**config.mk**
```make
export PLATFORM = sky130hd
export DESIGN_NAME = l1act_ctrl
export DESIGN_NICKNAME = d
export VERILOG_FILES = /design/src/rtl/l1act_pkg.sv /design/src/rtl/l1act_fsm.sv /design/src/rtl/l1act_pulse_gen.sv /design/src/rtl/l1act_txmap.sv /design/src/rtl/l1act_ctrl.sv
export SDC_FILE = /design/constraint.sdc
export NUM_CORES = 1
export LEC_CHECK = 0
export BUFFER_PORTS_ARGS = -buffer_cell sky130_fd_sc_hd__buf_2
export CAP_MARGIN = 0
export CORE_MARGIN = 1
export CORE_UTILIZATION = 42
export CTS_BUF_LIST = sky130_fd_sc_hd__clkbuf_4
export CTS_CLUSTER_SIZE = 16
export DETAILED_ROUTE_END_ITERATION = 10
export SYNTH_ARGS = -nofsm -noshare
export SYNTH_HDL_FRONTEND = slang
export SYNTH_SLANG_ARGS = --single-unit
```
**constraint.sdc**
```tcl
create_clock -name clk -period 2.8 [get_ports clk]
set_input_delay 0.28 -clock clk [delete_from_list [all_inputs] [get_ports clk]]
set_output_delay 0.28 -clock clk [all_outputs]
set_load 0.005 [all_outputs]
```
**src/rtl/l1act_pkg.sv**
```systemverilog
package l1act_pkg;

   localparam int CODE_W = 4;

   localparam logic [CODE_W-1:0] C_ECK  = 4'b0000;
   localparam logic [CODE_W-1:0] C_RST  = 4'b0001;
   localparam logic [CODE_W-1:0] C_SSP  = 4'b0010;
   localparam logic [CODE_W-1:0] C_SCP  = 4'b0100;
   localparam logic [CODE_W-1:0] C_AR8  = 4'b1000;
   localparam logic [CODE_W-1:0] C_AR10 = 4'b1001;
   localparam logic [CODE_W-1:0] C_EAL  = 4'b1010;
   localparam logic [CODE_W-1:0] C_DRC  = 4'b1111;

   localparam logic [CODE_W-1:0] I_DRD  = 4'b0000;
   localparam logic [CODE_W-1:0] I_LD   = 4'b0100;
   localparam logic [CODE_W-1:0] I_CE   = 4'b0111;
   localparam logic [CODE_W-1:0] I_ARD  = 4'b1000;
   localparam logic [CODE_W-1:0] I_TI   = 4'b1010;
   localparam logic [CODE_W-1:0] I_ATI  = 4'b1011;
   localparam logic [CODE_W-1:0] I_AI8  = 4'b1100;
   localparam logic [CODE_W-1:0] I_AI10 = 4'b1101;
   localparam logic [CODE_W-1:0] I_CD   = 4'b1111;

   localparam logic [1:0] RX_INFO0 = 2'b00;
   localparam logic [1:0] RX_LEVEL = 2'b01;
   localparam logic [1:0] RX_INFO2 = 2'b10;
   localparam logic [1:0] RX_INFO4 = 2'b11;

   localparam logic [1:0] TX_INFO0 = 2'b00;
   localparam logic [1:0] TX_INFO1 = 2'b01;
   localparam logic [1:0] TX_PULSE = 2'b10;
   localparam logic [1:0] TX_INFO3 = 2'b11;

   typedef enum logic [3:0] {
      ST_OFF, ST_RST, ST_DEACT, ST_AWAIT, ST_DET,
      ST_SYNC, ST_ACT, ST_LOST, ST_TEST, ST_TLVL
   } l1_state_e;

   typedef enum logic [1:0] {
      TM_NONE, TM_CONT, TM_SINGLE, TM_LOOP
   } tmode_e;

   function automatic logic cmd_known(input logic [CODE_W-1:0] c);
      return (c == C_ECK) || (c == C_RST) || (c == C_SSP) || (c == C_SCP) ||
             (c == C_AR8) || (c == C_AR10) || (c == C_EAL) || (c == C_DRC);
   endfunction

   function automatic logic [CODE_W-1:0] ind_of(input l1_state_e s, input logic high_class);
      case (s)
         ST_OFF:   return I_CD;
         ST_DEACT: return I_CE;
         ST_AWAIT: return I_CE;
         ST_DET:   return I_LD;
         ST_SYNC:  return I_ARD;
         ST_ACT:   return high_class ? I_AI10 : I_AI8;
         ST_LOST:  return I_DRD;
         ST_TEST:  return I_TI;
         ST_TLVL:  return I_ATI;
         default:  return I_DRD;
      endcase
   endfunction

endpackage

```
**src/rtl/l1act_fsm.sv**
```systemverilog
module l1act_fsm
   import l1act_pkg::*;
#(
   parameter int PRIO_W = 4
) (
   input  logic              clk,
   input  logic              rst_n,
   input  logic              cmd_valid_i,
   input  logic [CODE_W-1:0] cmd_i,
   input  logic [1:0]        rx_class_i,
   output l1_state_e         state_o,
   output tmode_e            tmode_o,
   output logic [PRIO_W-1:0] prio_o,
   output logic [CODE_W-1:0] ind_o,
   output logic              ind_valid_o
);

   localparam logic [PRIO_W-1:0] PRIO_LOW  = PRIO_W'(8);
   localparam logic [PRIO_W-1:0] PRIO_HIGH = PRIO_W'(10);

   if (PRIO_W < 4) begin : g_bad_prio
      $error("l1act_fsm: PRIO_W must hold the value 11");
   end

   l1_state_e         st_q, st_n;
   tmode_e            tm_q, tm_n;
   logic [PRIO_W-1:0] pr_q, pr_n;
   logic [CODE_W-1:0] ind_q;
   logic              ind_vld_q;
   logic              cmd_hit;
   logic              in_test;

   assign in_test = (st_q == ST_TEST) || (st_q == ST_TLVL);

   always_comb begin
      st_n    = st_q;
      tm_n    = tm_q;
      pr_n    = pr_q;
      cmd_hit = 1'b0;
      if (st_q == ST_RST) begin
         if (cmd_valid_i && cmd_i == C_ECK) st_n = ST_DEACT;
      end else begin
         if (cmd_valid_i) begin
            case (cmd_i)
               C_RST: begin
                  st_n = ST_RST; tm_n = TM_NONE; cmd_hit = 1'b1;
               end
               C_DRC: begin
                  st_n = ST_OFF; tm_n = TM_NONE; cmd_hit = 1'b1;
               end
               C_ECK: begin
                  if (in_test || st_q == ST_OFF) begin
                     st_n = ST_DEACT; tm_n = TM_NONE; cmd_hit = 1'b1;
                  end
               end
               C_AR8, C_AR10: begin
                  if (st_q == ST_OFF || st_q == ST_DEACT || st_q == ST_LOST) begin
                     st_n    = ST_AWAIT;
                     pr_n    = (cmd_i == C_AR10) ? PRIO_HIGH : PRIO_LOW;
                     cmd_hit = 1'b1;
                  end
               end
               C_SCP, C_SSP, C_EAL: begin
                  if (in_test || st_q == ST_OFF || st_q == ST_DEACT) begin
                     st_n    = (st_q == ST_TLVL) ? ST_TLVL : ST_TEST;
                     tm_n    = (cmd_i == C_SCP) ? TM_CONT :
                               (cmd_i == C_SSP) ? TM_SINGLE : TM_LOOP;
                     cmd_hit = 1'b1;
                  end
               end
               default: cmd_hit = 1'b0;
            endcase
         end
         if (!cmd_hit) begin
            case (st_q)
               ST_OFF, ST_DEACT: if (rx_class_i != RX_INFO0) st_n = ST_DET;
               ST_AWAIT: begin
                  if (rx_class_i == RX_LEVEL)      st_n = ST_DET;
                  else if (rx_class_i == RX_INFO2) st_n = ST_SYNC;
                  else if (rx_class_i == RX_INFO4) st_n = ST_ACT;
               end
               ST_DET: begin
                  if (rx_class_i == RX_INFO0)      st_n = ST_DEACT;
                  else if (rx_class_i == RX_INFO2) st_n = ST_SYNC;
                  else if (rx_class_i == RX_INFO4) st_n = ST_ACT;
               end
               ST_SYNC: begin
                  if (rx_class_i == RX_INFO0)      st_n = ST_LOST;
                  else if (rx_class_i == RX_INFO4) st_n = ST_ACT;
               end
               ST_ACT: begin
                  if (rx_class_i == RX_INFO0)      st_n = ST_LOST;
                  else if (rx_class_i == RX_INFO2) st_n = ST_SYNC;
               end
               ST_LOST: begin
                  if (rx_class_i == RX_LEVEL)      st_n = ST_DET;
                  else if (rx_class_i == RX_INFO2) st_n = ST_SYNC;
                  else if (rx_class_i == RX_INFO4) st_n = ST_ACT;
               end
               ST_TEST: if (rx_class_i != RX_INFO0) st_n = ST_TLVL;
               ST_TLVL: if (rx_class_i == RX_INFO0) st_n = ST_TEST;
               default: st_n = st_q;
            endcase
         end
      end
   end

   always_ff @(posedge clk) begin
      if (!rst_n) begin
         st_q      <= ST_OFF;
         tm_q      <= TM_NONE;
         pr_q      <= PRIO_LOW;
         ind_q     <= I_CD;
         ind_vld_q <= 1'b1;
      end else begin
         st_q <= st_n;
         tm_q <= tm_n;
         pr_q <= pr_n;
         if (st_n != st_q) begin
            ind_q     <= ind_of(st_n, pr_n >= PRIO_HIGH);
            ind_vld_q <= (st_n != ST_RST);
         end
      end
   end

   assign state_o     = st_q;
   assign tmode_o     = tm_q;
   assign prio_o      = pr_q;
   assign ind_o       = ind_q;
   assign ind_valid_o = ind_vld_q;

   // only ECK leaves the reset state
   p_rst_exit_r3: assert property (@(posedge clk) disable iff (!rst_n)
      (st_q == ST_RST && !(cmd_valid_i && cmd_i == C_ECK)) |=> (st_q == ST_RST));

   // no indication while in reset state
   p_rst_silent_r3: assert property (@(posedge clk) disable iff (!rst_n)
      (st_q == ST_RST) |-> !ind_vld_q);

   // undefined codes in a holding state change nothing
   p_unknown_cmd_r13: assert property (@(posedge clk) disable iff (!rst_n)
      (cmd_valid_i && !cmd_known(cmd_i) && rx_class_i == RX_INFO0 &&
       (st_q == ST_OFF || st_q == ST_DEACT || st_q == ST_AWAIT || st_q == ST_TEST))
      |=> ($stable(st_q) && $stable(pr_q)));

   // indication moves only with the state
   p_ind_on_move_r14: assert property (@(posedge clk) disable iff (!rst_n)
      !$stable(ind_q) |-> !$stable(st_q));

endmodule

```
**src/rtl/l1act_pulse_gen.sv**
```systemverilog
module l1act_pulse_gen
   import l1act_pkg::*;
#(
   parameter int CONT_DIV   = 2,
   parameter int SINGLE_DIV = 96,
   parameter bit REG_OUT    = 1'b0
) (
   input  logic       clk,
   input  logic       rst_n,
   input  logic       tick_en_i,
   input  tmode_e     mode_i,
   output logic [1:0] mark_o
);

   localparam int CNT_W = $clog2(SINGLE_DIV + 1);
   localparam logic [CNT_W-1:0] CONT_LAST = CNT_W'(CONT_DIV - 1);
   localparam logic [CNT_W-1:0] SGL_LAST  = CNT_W'(SINGLE_DIV - 1);
   localparam logic [CNT_W-1:0] MARK_LEN  = CNT_W'(CONT_DIV);

   if (CONT_DIV < 1) begin : g_bad_cont
      $error("l1act_pulse_gen: CONT_DIV must be at least 1");
   end
   if (SINGLE_DIV <= CONT_DIV) begin : g_bad_single
      $error("l1act_pulse_gen: SINGLE_DIV must exceed CONT_DIV");
   end

   logic [CNT_W-1:0] cnt_q;
   logic             pol_q;
   tmode_e           mode_q;
   logic             pulsing;
   logic             active;
   logic [CNT_W-1:0] last;
   logic [1:0]       mark_c;

   assign pulsing = (mode_i == TM_CONT) || (mode_i == TM_SINGLE);
   assign last    = (mode_i == TM_CONT) ? CONT_LAST : SGL_LAST;

   always_ff @(posedge clk) begin
      if (!rst_n) begin
         cnt_q  <= '0;
         pol_q  <= 1'b0;
         mode_q <= TM_NONE;
      end else begin
         mode_q <= mode_i;
         if (!pulsing || mode_i != mode_q) begin
            cnt_q <= '0;
            pol_q <= 1'b0;
         end else if (tick_en_i) begin
            if (cnt_q == last) begin
               cnt_q <= '0;
               pol_q <= ~pol_q;
            end else begin
               cnt_q <= cnt_q + 1'b1;
            end
         end
      end
   end

   always_comb begin
      case (mode_i)
         TM_CONT:   active = 1'b1;
         TM_SINGLE: active = (cnt_q < MARK_LEN);
         default:   active = 1'b0;
      endcase
      mark_c = active ? (pol_q ? 2'b01 : 2'b10) : 2'b00;
   end

   if (REG_OUT) begin : g_reg_out
      logic [1:0] mark_q;
      always_ff @(posedge clk) begin
         if (!rst_n) mark_q <= 2'b00;
         else        mark_q <= mark_c;
      end
      assign mark_o = mark_q;
   end else begin : g_comb_out
      assign mark_o = mark_c;
   end

   // never both polarities at once
   p_mark_onehot_r9: assert property (@(posedge clk) disable iff (!rst_n)
      $onehot0(mark_o));

   // continuous mode keeps the line marked
   p_cont_marked_r9: assert property (@(posedge clk) disable iff (!rst_n)
      (mode_i == TM_CONT && $past(mode_i) == TM_CONT) |-> (mark_o != 2'b00));

   // no marks outside the pulse modes
   p_quiet_r11: assert property (@(posedge clk) disable iff (!rst_n)
      (mode_i != TM_CONT && mode_i != TM_SINGLE && !REG_OUT) |-> (mark_o == 2'b00));

endmodule

```
**src/rtl/l1act_txmap.sv**
```systemverilog
module l1act_txmap
   import l1act_pkg::*;
(
   input  l1_state_e  state_i,
   input  tmode_e     tmode_i,
   output logic [1:0] tx_info_o,
   output logic       clk_en_o,
   output logic       loop_o
);

   logic testing;
   assign testing = (state_i == ST_TEST) || (state_i == ST_TLVL);

   always_comb begin
      case (state_i)
         ST_AWAIT:         tx_info_o = TX_INFO1;
         ST_SYNC, ST_ACT:  tx_info_o = TX_INFO3;
         ST_TEST, ST_TLVL: tx_info_o = (tmode_i == TM_LOOP) ? TX_INFO3 : TX_PULSE;
         default:          tx_info_o = TX_INFO0;
      endcase
   end

   assign clk_en_o = (state_i != ST_OFF);
   assign loop_o   = testing && (tmode_i == TM_LOOP);

endmodule

```
**src/rtl/l1act_ctrl.sv**
```systemverilog
module l1act_ctrl
   import l1act_pkg::*;
#(
   parameter int PRIO_W     = 4,
   parameter int CONT_DIV   = 2,
   parameter int SINGLE_DIV = 96,
   parameter bit REG_OUT    = 1'b0
) (
   input  logic              clk,
   input  logic              rst_n,
   input  logic              cmd_valid_i,
   input  logic [3:0]        cmd_i,
   input  logic [1:0]        rx_class_i,
   input  logic              tick_en_i,
   output logic [3:0]        ind_o,
   output logic              ind_valid_o,
   output logic [1:0]        tx_info_o,
   output logic              clk_en_o,
   output logic [PRIO_W-1:0] prio_o,
   output logic              loop_o,
   output logic [1:0]        mark_o
);

   l1_state_e state;
   tmode_e    tmode;

   l1act_fsm #(.PRIO_W(PRIO_W)) u_fsm (
      .clk         (clk),
      .rst_n       (rst_n),
      .cmd_valid_i (cmd_valid_i),
      .cmd_i       (cmd_i),
      .rx_class_i  (rx_class_i),
      .state_o     (state),
      .tmode_o     (tmode),
      .prio_o      (prio_o),
      .ind_o       (ind_o),
      .ind_valid_o (ind_valid_o)
   );

   l1act_txmap u_txmap (
      .state_i   (state),
      .tmode_i   (tmode),
      .tx_info_o (tx_info_o),
      .clk_en_o  (clk_en_o),
      .loop_o    (loop_o)
   );

   l1act_pulse_gen #(
      .CONT_DIV   (CONT_DIV),
      .SINGLE_DIV (SINGLE_DIV),
      .REG_OUT    (REG_OUT)
   ) u_pulse (
      .clk       (clk),
      .rst_n     (rst_n),
      .tick_en_i (tick_en_i),
      .mode_i    (tmode),
      .mark_o    (mark_o)
   );

   // clock-off indication means clocks gated
   p_off_noclk_r12: assert property (@(posedge clk) disable iff (!rst_n)
      (ind_valid_o && ind_o == I_CD) |-> !clk_en_o);

   // silent reset state sends INFO 0
   p_rst_info0_r3: assert property (@(posedge clk) disable iff (!rst_n)
      !ind_valid_o |-> (tx_info_o == TX_INFO0));

   // ARD pairs with INFO 3 on the line
   p_ard_info3_r6: assert property (@(posedge clk) disable iff (!rst_n)
      (ind_valid_o && ind_o == I_ARD) |-> (tx_info_o == TX_INFO3));

endmodule

```
==> results of run 1 <==
-- cell usage after synthesis, types with 2 or more instances --
master,count
sky130_fd_sc_hd__a21boi_0,2
sky130_fd_sc_hd__nand3b_1,2
sky130_fd_sc_hd__a211oi_1,4
sky130_fd_sc_hd__a21oi_1,17
sky130_fd_sc_hd__a221oi_1,3
sky130_fd_sc_hd__inv_1,7
sky130_fd_sc_hd__or2_2,4
sky130_fd_sc_hd__o31ai_1,3
sky130_fd_sc_hd__a22oi_1,3
sky130_fd_sc_hd__or3_1,3
sky130_fd_sc_hd__nand2_1,21
sky130_fd_sc_hd__o32ai_1,2
sky130_fd_sc_hd__o22ai_1,2
sky130_fd_sc_hd__ha_1,4
sky130_fd_sc_hd__dfxtp_1,25
sky130_fd_sc_hd__nor2_1,34
sky130_fd_sc_hd__nand3_1,10
sky130_fd_sc_hd__nor3_1,8
sky130_fd_sc_hd__or4_1,3
sky130_fd_sc_hd__a21o_1,2
sky130_fd_sc_hd__clkbuf_1,10
sky130_fd_sc_hd__nand4_1,4
sky130_fd_sc_hd__mux2_2,2
sky130_fd_sc_hd__and3_1,5
sky130_fd_sc_hd__o21ai_1,7
sky130_fd_sc_hd__xor2_1,6
sky130_fd_sc_hd__o21ai_0,9
sky130_fd_sc_hd__buf_2,11
sky130_fd_sc_hd__and2b_1,3
sky130_fd_sc_hd__a31oi_1,4
sky130_fd_sc_hd__nor4_1,2
sky130_fd_sc_hd__o21a_1,4
sky130_fd_sc_hd__o31a_1,3
sky130_fd_sc_hd__nand2b_1,4
sky130_fd_sc_hd__xnor2_1,7
sky130_fd_sc_hd__o221ai_1,4
sky130_fd_sc_hd__nor2b_1,4
sky130_fd_sc_hd__nor3b_1,3
sky130_fd_sc_hd__mux2i_1,4
sky130_fd_sc_hd__buf_6,3
sky130_fd_sc_hd__o211a_1,2
-- final timing paths --
path	start	end	slack [ps]
min reg2reg	u_fsm.prio_o[0]	u_fsm.prio_o[0]	490
min	rst_n	u_fsm.prio_o[3]	240
max reg2reg	u_fsm.state_o[3]	u_fsm.ind_o[3]	180
max	u_fsm.state_o[3]	u_fsm.ind_o[3]	180
-- state kept, by name, summed over array words and instances (netlist names) --
| register | count |
|---|---|
| u_fsm.prio_o | 4 |
| u_fsm.ind_o | 4 |
| u_pulse.pol_q | 1 |
| u_pulse.mode_q | 2 |
| u_fsm.ind_valid_o | 1 |
| u_pulse.cnt_q | 7 |
| u_fsm.state_o | 4 |
| u_fsm.tmode_o | 2 |
-- logic make-up after synthesis --
kind of cell / after synthesis
and+or+nand+nor: 124
AOI/OAI and AO/OA: 87
buffers and inverters: 33
DFF: 25
xor gates and xnor gates: 13
muxes: 7
adders and majority gates: 4
-- routing by layer --
| layer | vias to the layer above | part of all wire (%) |
|---|---|---|
| li1 | 1136 | - |
| met1 | 1034 | 51 |
| met2 | 52 | 44 |
| met3 | 4 | 4.4 |
| met4 | 0 | 0.70 |
| met5 | - | 0 |
-- placed cells by master, fill, tap and decap left out, types with 4 or more instances in the layout --
cell type                  instances
sky130_fd_sc_hd__nor2_1           34
sky130_fd_sc_hd__buf_2            24
sky130_fd_sc_hd__buf_4            22
sky130_fd_sc_hd__dfxtp_1          22
sky130_fd_sc_hd__nand2_1          21
sky130_fd_sc_hd__a21oi_1          16
sky130_fd_sc_hd__nand3_1          10
sky130_fd_sc_hd__o21ai_0           9
sky130_fd_sc_hd__xnor2_1           7
sky130_fd_sc_hd__nor3_1            7
sky130_fd_sc_hd__o21ai_1           7
sky130_fd_sc_hd__inv_1             6
sky130_fd_sc_hd__xor2_1            6
sky130_fd_sc_hd__and3_1            5
sky130_fd_sc_hd__a31oi_1           4
sky130_fd_sc_hd__nand2b_1          4
sky130_fd_sc_hd__or2_2             4
sky130_fd_sc_hd__nor2b_1           4
sky130_fd_sc_hd__o221ai_1          4
sky130_fd_sc_hd__o21a_1            4
sky130_fd_sc_hd__nand4_1           4
sky130_fd_sc_hd__ha_1              4
-- worst reg2reg max path, cell delays in order (launching register included) --
cell	delay, ps
sky130_fd_sc_hd__dfxtp_2	390
sky130_fd_sc_hd__buf_4	210
sky130_fd_sc_hd__nand2b_1	170
sky130_fd_sc_hd__o32ai_1	270
sky130_fd_sc_hd__o21ai_1	190
sky130_fd_sc_hd__a21boi_0	170
sky130_fd_sc_hd__mux2_4	290
sky130_fd_sc_hd__or2_4	280
sky130_fd_sc_hd__and2_1	180
sky130_fd_sc_hd__a221oi_1	290
sky130_fd_sc_hd__o21ai_1	90
-- where the power goes --
group	internal [mW]	switching [mW]	leakage, nW	total (mW)
Clock	0.0546	0.110	0.0139	0.164
Sequential	0.387	0.0231	0.204	0.410
Combinational	0.270	0.317	0.812	0.586
Total	0.712	0.450	1.03	1.16
-- metrics by stage --
stage,utilization (%),total power [mW],worst slack [ps]
after floorplan,-,0.8037,291.6
after global placement,48.97,0.9779,51.13
after detailed placement,48.97,0.9803,-34.67
after CTS,49.56,1.149,85.07
after global routing,50.32,1.249,-5.931
final,50.32,1.161,181.5
-- layout make-up --
cell class / instances / area share (%)
Clock buffer: 3 / 0.8763
Multi-Input combinational cell: 235 / 61.73
Inverter: 8 / 1.315
Timing Repair Buffer: 49 / 12.76
Sequential cell: 25 / 19.62
Clock inverter: 1 / 0.2921
Tap cell: 70 / 3.408
-- repair_timing --
item	in CTS	in global routing
buffers inserted	0	0
setup endpoints to repair	0	5
gates resized for setup	0	11
==> results.json, run 1 <==
{
  "synth-simple-area-share_pct": 30.90,
  "drt_drc_violations_left": 0,
  "status": "complete, no violations",
  "slew-limit-headroom_pct": 61.18,
  "number_of_different_library_cells_in_the_post_synthesis_netlist": 74,
  "pin_count_of_the_biggest_net_entering_global_routing": 24,
  "globalRouteMet2Util_pct": 31.93,
  "die_h_um": 74.82,
  "number_of_flops_mapped_to_enable_cells_by_yosys": 0,
  "starting_density_pct": 43.61,
  "path_clk_slew_ps": 140,
  "path_buf_inv": 1,
  "clock_sink_count": 25,
  "final_antenna_net_count": 0,
  "htreeDepth": 1,
  "power.leakage_nw": 1.031,
  "max_clock_freq_ghz": 0.3819,
  "place_inst": 387,
  "synth_largest_type_area_fraction_pct": 22.47,
  "reg2regPathDepth": 10,
  "syn_area_um2": 2227,
  "ys_warn_count": 0,
  "cp_data_required_time_ps": 3020,
  "routed-via-count": 2226,
  "wirelength_mm": 5.686,
  "worst_setup_path_start_kind": "flip-flop",
  "min_period_ps": 2618,
  "first_pass_grt_wire_length_mm": 9.349,
  "worst_hold_path.num_cells": 2,
  "cp_top_family": "compound AO/OA/AOI/OAI gates",
  "path_class": "flip-flop to flip-flop",
  "post_route_cells_drive_above_1_share_pct": 25.23,
  "mapped_nets": 307,
  "nFillCells": 532,
  "final_cell_count_no_fill": 391,
  "drt_first_pass_iters": 4,
  "tritoncts_clock_tree": "built",
  "final.hold.worst_slack_ps": 238.0,
  "synth_top_family_by_area": "simple AND/OR/NAND/NOR gates",
  "globalRouteMet1Util_pct": 32.71,
  "area_delta_synth_final_pct": 15.39,
  "compound_cell_area_share_of_the_yosys_netlist_pct": 28.43,
  "critical-path-top-cell-by-count": "sky130_fd_sc_hd__o21ai_1",
  "post_synth_xor_area_fraction_pct": 5.112,
  "hold_class": "primary input to flip-flop",
  "groute.layer.met3.usage_pct": 2.544,
  "postSynthRegisterBits": 25,
  "detail_route.iter0.violations": 128,
  "design.portCount": 25,
  "cts-hold-fix-buffers": 0,
  "worst-path-max-fanout": 16,
  "cts_inserted_buffers": 3,
  "floorplan.die.width_um": 74.82,
  "gate_count_of_the_mapped_netlist": 293,
  "area_used_by_multi_input_combinational_logic_um2": 1587,
  "drv_cap": 0,
  "number_of_nets_in_the_layout": 336,
  "io_buffers": 24,
  "setup_viol_count_final": 0,
  "synth_async_sr_flop_share_pct": 0,
  "synthesis.area_per_instance_um2": 7.601,
  "grt_overflow_total": 0,
  "final.setup_skew_ps": 4.035,
  "place.gp.congestion": 0.9038,
  "antennaDiodeCount": 0,
  "drv_slew": 0,
  "clock_tree.root_cell": "sky130_fd_sc_hd__clkbuf_4",
  "total_number_of_placement_rows": 26,
  "final_tns_setup_ps": 0,
  "grt_pass1_vias": 1964,
  "yosys-mux-area-fraction_pct": 3.483,
  "hpwl_mm": 4.273,
  "p_per_area_nw_per_um2": 451.8,
  "worst_pin_slew_ps": 582.3,
  "timing.critical_path.depth": 10,
  "dominantRegCellSynth": "sky130_fd_sc_hd__dfxtp_1",
  "end_kind": "flip-flop",
  "grt_use_total_pct": 21.18,
  "yosys-top-cells-area": "sky130_fd_sc_hd__dfxtp_1, sky130_fd_sc_hd__nor2_1, sky130_fd_sc_hd__a21oi_1, sky130_fd_sc_hd__nand2_1, sky130_fd_sc_hd__xnor2_1",
  "worstPathArrival_ps": 2840,
  "antenna_found_initial": 0,
  "clock_path_buffers": 2,
  "irDropWorstVdd_uv": 217.7,
  "synth_adder_area_share_pct": 2.247,
  "final_cell_area_um2": 2570,
  "coreArea_um2": 5107,
  "post-synth-top-area-cell": "sky130_fd_sc_hd__dfxtp_1",
  "final_hold_viol_count": 0,
  "max_stage_delay_ps": 390,
  "die-area_um2": 5598,
  "seq_area_frac_synth_pct": 22.47,
  "clkLatencyLatePin_ps": 320,
  "crit_chain": "buf_4, nand2b_1, o32ai_1, o21ai_1, a21boi_0, mux2_4, or2_4, and2_1, a221oi_1, o21ai_1",
  "placedInstanceArea_um2": 2501,
  "grt-busiest-layer": "met1",
  "detail_route.vias_per_cell": 5.693,
  "wl_per_cell_um": 14.54,
  "final_worst_path_cycle_share_pct": 93.52,
  "critical_path.slowest_cell": "sky130_fd_sc_hd__dfxtp_2",
  "area.sequential_um2": 504.2
}
(Power assumes the default switching activity.)
==> run 2, diff against run 1 <==
CORE_UTILIZATION = 61   (was 42)
PLACE_DENSITY = 0.83   (was default)
==> run 2 against run 1 <==
Effect of this change:
- worst hold slack improved by 10 ps
- first-iteration DRC count increased by 130%
- via count increased by 5.3%
- total power increased by 1.2%
- critical path depth unchanged
- largest cell class unchanged
- largest power group unchanged
==> results.json, run 2 (synthesized netlist as in run 1, its figures left out) <==
{
  "slew-limit-headroom_pct": 63.29,
  "final_cell_area_um2": 2531,
  "worst_pin_slew_ps": 550.6,
  "final_cell_count_no_fill": 366,
  "placedInstanceArea_um2": 2451,
  "post-route-worst-setup-slack_ps": 69.89,
  "total_power_mw": 1.175,
  "pin_count_of_the_biggest_net_entering_global_routing": 22,
  "wirelength_mm": 5.826,
  "finish.utilization_pct": 74.10,
  "cp_top_family": "compound AO/OA/AOI/OAI gates",
  "p_per_area_nw_per_um2": 464.3,
  "post_route_cells_drive_above_1_share_pct": 25.94,
  "globalRouteMet2Util_pct": 44.70,
  "antennaDiodeCount": 0,
  "clkLatencyLatePin_ps": 330,
  "number_of_nets_in_the_layout": 335,
  "reg2reg_setup_slack_ps": 70,
  "drt_drc_violations_left": 0,
  "htreeDepth": 1,
  "routed-via-count": 2343,
  "max_clock_freq_ghz": 0.3663,
  "end_kind": "flip-flop",
  "die-area_um2": 3897,
  "globalRouteMet1Util_pct": 44.46,
  "max_reg_flops": 7,
  "detail_route.vias_per_cell": 6.402,
  "regMostFlops": "u_pulse.cnt_q",
  "drv_slew": 0,
  "die_h_um": 62.43,
  "cts_inserted_buffers": 3,
  "worst_setup_path_start_kind": "flip-flop",
  "final_worst_path_cycle_share_pct": 97.50,
  "crit-reg2reg-launch": "u_fsm.state_o[3]",
  "grt_overflow_total": 0,
  "final.setup_skew_ps": 16.12,
  "power.leakage_nw": 1.037,
  "path_class": "flip-flop to flip-flop",
  "worst_hold_path.num_cells": 2,
  "final.hold.worst_slack_ps": 248.2,
  "clock_tree.root_cell": "sky130_fd_sc_hd__clkbuf_4",
  "layout_common_cells": "sky130_fd_sc_hd__nor2_1, sky130_fd_sc_hd__buf_2, sky130_fd_sc_hd__buf_4",
  "clock_path_buffers": 2,
  "crit_chain": "nand2b_1, a21o_1, a221oi_2, buf_4, o221ai_1, a21oi_2, or2_4, and2_1, mux2i_1, o311ai_1",
  "io_buffers": 24,
  "setup_viol_count_final": 0,
  "nFillCells": 281,
  "coreArea_um2": 3416,
  "place.gp.congestion": 0.9721,
  "path_buf_inv": 1,
  "status": "complete, no violations",
  "place_inst": 362,
  "reg2regPathDepth": 10,
  "grt-busiest-layer": "met2",
  "min_period_ps": 2730,
  "critical_path.reg2reg.endpoint": "u_fsm.ind_o[1]",
  "layout.cells.most_common": "sky130_fd_sc_hd__nor2_1",
  "worstPathArrival_ps": 2950,
  "cp_data_required_time_ps": 3020,
  "final_hold_viol_count": 0,
  "hold_start": "rst_n",
  "placement.setup.worst_slack_ps": -61.37,
  "irDropWorstVdd_uv": 317.9,
  "grt_pass1_vias": 1993,
  "area_delta_synth_final_pct": 13.65,
  "floorplan.die.width_um": 62.43,
  "hpwl_mm": 4.240,
  "first_pass_grt_wire_length_mm": 9.473,
  "groute.layer.met3.usage_pct": 4.380,
  "worst-path-max-fanout": 7,
  "total_number_of_placement_rows": 21,
  "final_tns_setup_ps": 0,
  "detail_route.iter0.violations": 289,
  "tritoncts_clock_tree": "built",
  "drv_cap": 0,
  "grt_use_total_pct": 29.84,
  "hold_class": "primary input to flip-flop",
  "path_clk_slew_ps": 140,
  "holdPathEnd": "u_fsm.prio_o[3]",
  "drt_first_pass_iters": 6,
  "final_antenna_net_count": 0,
  "clock_sink_count": 25,
  "wl_per_cell_um": 15.92,
  "antenna_found_initial": 0,
  "max_stage_delay_ps": 400,
  "design.portCount": 25,
  "starting_density_pct": 65.20,
  "critical_path.slowest_cell": "sky130_fd_sc_hd__a221oi_2",
  "cts-hold-fix-buffers": 0
}
run 2: what timing repair did:
action,4_1_cts,5_1_grt
endpoints found under the setup margin,1,5
pin swaps,0,1
resized for setup,1,13
buffers inserted,0,0
cloned,0,0
run 2: power by group:
part	switching [mW]	leakage (nW)	internal, mW	total [mW]
Combinational	0.327	0.815	0.265	0.593
Sequential	0.0293	0.205	0.388	0.418
Clock	0.111	0.0177	0.0537	0.165
Total	0.468	1.04	0.707	1.18
run 2: cell type report:
cell class | instances | area (µm²) | share of cell area (%)
Clock inverter | 1 | 5.005 | 0.1977
Timing Repair Buffer | 48 | 304.0 | 12.01
Sequential cell | 25 | 508.0 | 20.07
Clock buffer | 3 | 22.52 | 0.8898
Tap cell | 46 | 57.56 | 2.274
Inverter | 8 | 33.78 | 1.335
Multi-Input combinational cell | 235 | 1600 | 63.22
run 2: worst max-delay path by stage:
stage / endpoint / cells after the start / start / slack, ps
6_report: u_fsm.ind_o[1] / 10 / u_fsm.state_o[3] / 70
5_1_grt: u_fsm.ind_o[3] / 9 / u_fsm.state_o[3] / -9
4_1_cts: u_fsm.ind_o[3] / 11 / u_fsm.state_o[3] / 30
3_5_place_dp: u_fsm.ind_o[3] / 11 / cmd_i[3] / -60
3_3_place_gp: u_fsm.ind_o[3] / 11 / cmd_i[3] / 60
2_1_floorplan: u_fsm.ind_o[2] / 10 / u_fsm.state_o[0] / 290
run 2: layer usage:
layer	vias to the layer above	share of wire, %
li1	1134	-
met1	1069	45
met2	127	44
met3	13	9.9
met4	0	1.6
met5	-	0
